<file path="src/rtl/sigcap_pkg.sv">
package sigcap_pkg;
  localparam int DEF_CH   = 2;
  localparam int DEF_BITS = 2;
  localparam int DEF_SYNC = 2;
endpackage

</file>
<file path="src/rtl/sigcap_sync.sv">
module sigcap_sync #(
  parameter int WIDTH  = 1,
  parameter int STAGES = 2
) (
  input  logic             clk,
  input  logic             rst,
  input  logic [WIDTH-1:0] d_in,
  output logic [WIDTH-1:0] d_out
);
  logic [WIDTH-1:0] chain_q [STAGES];

  always_ff @(posedge clk) begin
    if (rst) begin
      for (int s = 0; s < STAGES; s++) chain_q[s] <= '0;
    end else begin
      chain_q[0] <= d_in;
      for (int s = 1; s < STAGES; s++) chain_q[s] <= chain_q[s-1];
    end
  end

  assign d_out = chain_q[STAGES-1];
endmodule

</file>
<file path="src/rtl/sigcap_edge.sv">
module sigcap_edge #(
  parameter int STAGES  = 2,
  parameter bit FALLING = 1'b0
) (
  input  logic clk,
  input  logic rst,
  input  logic raw_in,
  output logic evt
);
  logic lvl;
  logic prev_q;

  sigcap_sync #(.WIDTH(1), .STAGES(STAGES)) u_sync (
    .clk  (clk),
    .rst  (rst),
    .d_in (raw_in),
    .d_out(lvl)
  );

  always_ff @(posedge clk) begin
    if (rst) prev_q <= 1'b0;
    else     prev_q <= lvl;
  end

  generate
    if (FALLING) begin : g_fall
      assign evt = prev_q & ~lvl;
    end else begin : g_rise
      assign evt = lvl & ~prev_q;
    end
  endgenerate
endmodule

</file>
<file path="src/rtl/sigcap_lane.sv">
module sigcap_lane #(
  parameter int BITS = 2
) (
  input  logic            clk,
  input  logic            rst,
  input  logic            shift_evt,
  input  logic            load_evt,
  input  logic            din,
  output logic [BITS-1:0] buf_q,
  output logic [BITS-1:0] hold_q
);
  always_ff @(posedge clk) begin
    if (rst) begin
      buf_q <= '0;
    end else if (shift_evt) begin
      buf_q <= {buf_q[BITS-2:0], din};
    end
  end

  always_ff @(posedge clk) begin
    if (rst) begin
      hold_q <= '0;
    end else if (load_evt) begin
      hold_q <= buf_q;
    end
  end
endmodule

</file>
<file path="src/rtl/sigpair_capture.sv">
module sigpair_capture
  import sigcap_pkg::*;
#(
  parameter int NUM_CH = DEF_CH,
  parameter int BITS   = DEF_BITS,
  parameter int SYNC   = DEF_SYNC
) (
  input  logic                   clk,
  input  logic                   rst,
  input  logic                   bclk_in,
  input  logic                   fsync_in,
  input  logic [NUM_CH-1:0]      ser_in,
  output logic [NUM_CH*BITS-1:0] word_out,
  output logic                   load_stb
);
  localparam int WW = NUM_CH * BITS;

  logic              bclk_fall;
  logic              fs_rise;
  logic [NUM_CH-1:0] ser_sync;
  logic [WW-1:0]     cap_buf;

  sigcap_edge #(.STAGES(SYNC), .FALLING(1'b1)) u_bclk_edge (
    .clk   (clk),
    .rst   (rst),
    .raw_in(bclk_in),
    .evt   (bclk_fall)
  );

  sigcap_edge #(.STAGES(SYNC), .FALLING(1'b0)) u_fsync_edge (
    .clk   (clk),
    .rst   (rst),
    .raw_in(fsync_in),
    .evt   (fs_rise)
  );

  // Data shares the strobe sync depth so a sample lines up with its edge.
  sigcap_sync #(.WIDTH(NUM_CH), .STAGES(SYNC)) u_data_sync (
    .clk  (clk),
    .rst  (rst),
    .d_in (ser_in),
    .d_out(ser_sync)
  );

  generate
    for (genvar c = 0; c < NUM_CH; c++) begin : g_lane
      sigcap_lane #(.BITS(BITS)) u_lane (
        .clk      (clk),
        .rst      (rst),
        .shift_evt(bclk_fall),
        .load_evt (fs_rise),
        .din      (ser_sync[c]),
        .buf_q    (cap_buf[c*BITS +: BITS]),
        .hold_q   (word_out[c*BITS +: BITS])
      );
    end
  endgenerate

  always_ff @(posedge clk) begin
    if (rst) load_stb <= 1'b0;
    else     load_stb <= fs_rise;
  end
endmodule

</file>
<file path="config.mk">
export PLATFORM = sky130hd
export DESIGN_NAME = sigpair_capture
export DESIGN_NICKNAME = d
export VERILOG_FILES = /design/src/rtl/sigcap_pkg.sv /design/src/rtl/sigcap_sync.sv /design/src/rtl/sigcap_edge.sv /design/src/rtl/sigcap_lane.sv /design/src/rtl/sigpair_capture.sv
export SDC_FILE = /design/constraint.sdc
export NUM_CORES = 1
export LEC_CHECK = 0
export CORE_MARGIN = 5
export CORE_UTILIZATION = 53
export CTS_CLUSTER_DIAMETER = 30
export CTS_CLUSTER_SIZE = 12
export DETAILED_ROUTE_END_ITERATION = 7
export GPL_TIMING_DRIVEN = 0
export PLACE_DENSITY = 0.83
export SLEW_MARGIN = 20
export SYNTH_ARGS = -nofsm -noshare
export SYNTH_HDL_FRONTEND = slang
export SYNTH_SLANG_ARGS = --single-unit
</file>
<file path="constraint.sdc">
create_clock -name clk -period 1.5 [get_ports clk]
set_clock_uncertainty 0.2 [all_clocks]
set_input_delay 0.3 -clock clk [delete_from_list [all_inputs] [get_ports clk]]
set_output_delay 0.3 -clock clk [all_outputs]
set_load 0.02 [all_outputs]
</file>
==> Word level (Yosys, flattened, before mapping) <==
Memories as Yosys holds them, arrays and structs flattened. A register that Yosys moved wholly into a read port is not among the register bits.
Index checks and enable logic that the tools add are counted.
{ "classes": {"bitwise_logic": 10, "n_mux": 9} }
{ "ops": {"columns": ["op", "n"], "rows": [
  ["two-way mux 1 bit", 7],
  ["OR 1 bit", 6],
  ["two-way mux 2 bit", 2],
  ["bitwise AND 1 bit", 2],
  ["inverter 1 bit", 2]
]} }
{ "totals": {"n_memories": 3, "inputBits": 6, "out_inout_bits": 5, "ram_bits": 8, "elab_cells": 29, "ff_bits": 11} }
{ "memory_table": {"columns": ["memory", "words", "word_bits", "read_ports", "rd_clocked_by_memory_dff", "wr", "line_no", "rtl"], "rows": [
  ["u_data_sync.chain_q", 2, 2, 2, 1, 2, "sigcap_sync.sv:10", "logic [WIDTH-1:0] chain_q [STAGES];"],
  ["u_bclk_edge.u_sync.chain_q", 2, 1, 2, 0, 2, "sigcap_sync.sv:10", null],
  ["u_fsync_edge.u_sync.chain_q", 2, 1, 2, 0, 2, "sigcap_sync.sv:10", null]
]} }

==> Longest topological paths before layout <==
{ "logic_depth": {"depth_word": 3, "mapped_depth": 3, "depth_no_buf": 2} }

==> Modules after synthesis <==
From an unflattened synthesis, not the netlist that was laid out.
{ "hier_totals": {"hier_cells": 50, "area_unflattened_um2": 611.8} }
{ "by_module_without_submodules": {"columns": ["mod", "area_per_inst_um2", "seq_area_each_um2", "instances", "cells_each"], "rows": [
  ["sigcap_lane", 135.1, 80.1, 2, 12],
  ["sigcap_sync at u_data_sync", 120.1, 80.1, 1, 10],
  ["sigcap_sync at u_bclk_edge.u_sync ...", 52.6, 40.0, 2, 4],
  ["sigcap_edge at u_fsync_edge", 47.5, 20.0, 1, 3],
  ["sigcap_edge at u_bclk_edge", 35.0, 20.0, 1, 3],
  ["sigpair_capture", 33.8, 20.0, 1, 2]
]} }

==> Worst setup path after synthesis <==
OpenSTA, ideal clock, no wires.
{ "synth_path": {"path_type": "register to output", "from": "register g_lane[1].u_lane.hold_q[1]", "to": "output word_out[3]", "setup_slack_ps": 545, "arrival_ps": 455, "path_stages_with_launch": 1, "path_buffers": 0, "required_ps": 1000, "cell_sequence": "dfxtp_1"} }
{ "synth_rtl": {"columns": ["item", "line_no", "rtl"], "rows": [
  ["from (decl)", "sigcap_lane.sv:10", "output logic [BITS-1:0] hold_q"],
  ["from (signal assigned)", "sigcap_lane.sv:24", "hold_q <= buf_q;"],
  ["to (decl)", "sigpair_capture.sv:13", "output logic [NUM_CH*BITS-1:0] word_out,"]
]} }
No word-level cell between the ends.

==> Worst setup path in the final report <==
{ "layout_path": {"from": "register g_lane[1].u_lane.hold_q[0]", "to": "output word_out[2]"} }
No word-level cell between the ends.

==> results.toml <==
[outcome]
status = "finished, final reports clean"

[clocking]
cts_tree = "done"
clock_latency_ns = 0.29
cts_setup_buffers = 0
cts.path.max_buffers = 2
cts.htree.levels = 1
clkSlewWorstSetupHoldPaths_ns = 0.10
cts-root-buf = "clkbuf_4"
clock-sinks = 19
cts_made_buffers = 3

[grt]
grt-ovfl-total = 0
grtUsageTotal_pct = 9.35
antenna_found_initial = 0
grt_first_pass_wirelength_mm = 1.42
grt_pass1_vias = 376
grt_max_degree = 11

[placement]
io_buffers = 9
placed_cell_area_sq_um = 797
gp_congestion = 0.636

[hold_path]
hold_path_class = "in -> reg"
hold_path_startpoint = "rst"

[die]
initial_core_util_pct = 54.2
core_sq_mm = 0.00127
ios = 11
fp-row-count = 13
die_h_um = 46.0
die_area_sq_mm = 0.00212
die_x_um = 46.0

[synthesis]
ys_types = 12
yosysWarnings = 0
syn_nets = 59
seq_area_frac_synth_pct = 55.3
syn_area_per_cell_sq_um = 13.0
ys_ff_latch = 19
syn_inst = 53
netlist_area_sq_um = 688

[pwr]
p_leak_nw = 0.383
p_per_area_mw_per_mm2 = 990
p_clk_share_pct = 30.2
pwr-share-seq_pct = 63.4
ir_worst_vdd_v = 0.000664
switching_power_w = 0.000165
power.internal_w = 0.000657
swShare_pct = 20.1
combPwrFrac_pct = 6.4

[worst_setup_path]
crit_fanout = 2
worst-setup-path-type = "reg -> out"
startpoint = "g_lane[1].u_lane.hold_q[0]"
arrival_ns = 0.95
crit_chain = "dlygate4sd2_1"
cpPeakStageDelay_ns = 0.34
worst_setup_path_start_kind = "register"
rr_startpoint = "u_fsync_edge.prev_q"
cp_slowest_cell = "dfxtp_1"
cp_top_family = "flip-flops"
crit_required_ns = 1.00
cp_num_buf_inv = 1
endpoint_kind = "output pin"

[sta]
tightestPinTransition_ns = 0.205
max_freq_ghz = 0.689
fin_crit_sh_pct = 96.7
slew_headroom_pct = 86.4
setup_viol = 0
hold_viol = 0
rsz0062_at_grt = "false"
hold_slack_ns = 0.142
setup_tns_ns = 0
fin_crit_ns = 1.45
drv_slew = 0

[routing]
via_per_inst = 4.70
drtAntennaViolNets = 0
drc = 0
firstDrtPassIters = 2
via_count = 385
wl_per_cell_um = 9.96
drt_iter0_drc = 1
drt_wl_total_um = 817

[finish]
area_growth_pct = 20.7
final_layout_size_suffix_gt1_share_pct = 22.4
diodes = 0
nNetsFinal = 74
final_common_cell = "dfxtp_1"
layout_common_cells = "dfxtp_1, and2b_1, mux2i_1"
stdcell_area_sq_um = 831

[run]
maxCapViolCount = 0
cells by family after synthesis:
| family | Yosys count | synth area share [%] |
|---|---|---|
| AO/OA/AOI/OAI | 2 | 1.45 |
| buffers and inverters | 3 | 4.36 |
| flip-flops | 19 | 55.3 |
| multiplexers | 6 | 8.73 |
| AND/OR/NAND/NOR | 23 | 30.2 |
final timing paths:
path,endpoint,slack (ns),depth (start not counted)
max,word_out[2],0.05,1
min reg2reg,u_data_sync.chain_q[1][1],0.24,1
min,g_lane[1].u_lane.hold_q[1],0.14,3
max reg2reg,g_lane[1].u_lane.hold_q[1],0.49,3
stage by stage:
stage          util (%)  power [W]  cells  worst slack, ns
6_report           65.5   0.000822     82           0.0490
5_1_grt            65.5   0.000852     82          0.00814
4_1_cts            65.4   0.000832     82           0.0244
3_5_place_dp       62.8   0.000585     77           0.0111
3_3_place_gp       62.8   0.000584     77           0.0153
2_1_floorplan         -   0.000568     53            0.545
layout make-up:
cell class	count	area, sq um
multi-input combinational	31	278
buffer	3	30.0
timing repair buffer	10	96.3
clock buffer	4	26.3
tap	15	18.8
fill	106	438
sequential	19	382
flip-flops by register name (all words and copies together) (netlist names):
signal / flops
g_lane.u_lane.hold_q: 4
u_bclk_edge.prev_q: 1
u_bclk_edge.u_sync.chain_q: 2
u_fsync_edge.prev_q: 1
u_fsync_edge.u_sync.chain_q: 2
g_lane.u_lane.buf_q: 4
load_stb: 1
u_data_sync.chain_q: 4
layer usage:
layer | GRT usage [%] | routed length (um)
met5 | 0 | 0
met2 | 14.3 | 387
met4 | 3.41 | 0
met3 | 3.56 | 60
met1 | 11.9 | 369
cell usage after synthesis:
master | count | share of area, %
and2b_1 | 9 | 9.8
mux2i_1 | 6 | 8.7
nand4bb_1 | 2 | 3.3
nand2b_4 | 4 | 8.0
and2b_2 | 1 | 1.3
nor2b_4 | 1 | 2.0
o21ai_1 | 2 | 1.5
nand2b_1 | 5 | 4.5
nor2b_2 | 1 | 1.3
buf_4 | 1 | 1.1
dfxtp_1 | 19 | 55
buf_6 | 2 | 3.3
timing repair:
item,in CTS,in global routing
endpoints found under the setup margin,5,1
hold buffers,1,0
endpoints found under the hold margin,1,0
gates resized for setup,7,1
power groups by stage:
stage | clock [W] | sequential (W) | combinational (W)
after global routing | 0.000272 | 0.000523 | 0.0000567
final | 0.000248 | 0.000522 | 0.0000523
after global placement | 0 | 0.000533 | 0.0000505
after detailed placement | 0 | 0.000534 | 0.0000515
after floorplan | 0 | 0.000534 | 0.0000349
after CTS | 0.000257 | 0.000522 | 0.0000532
Power figures use the tool's default switching activity.
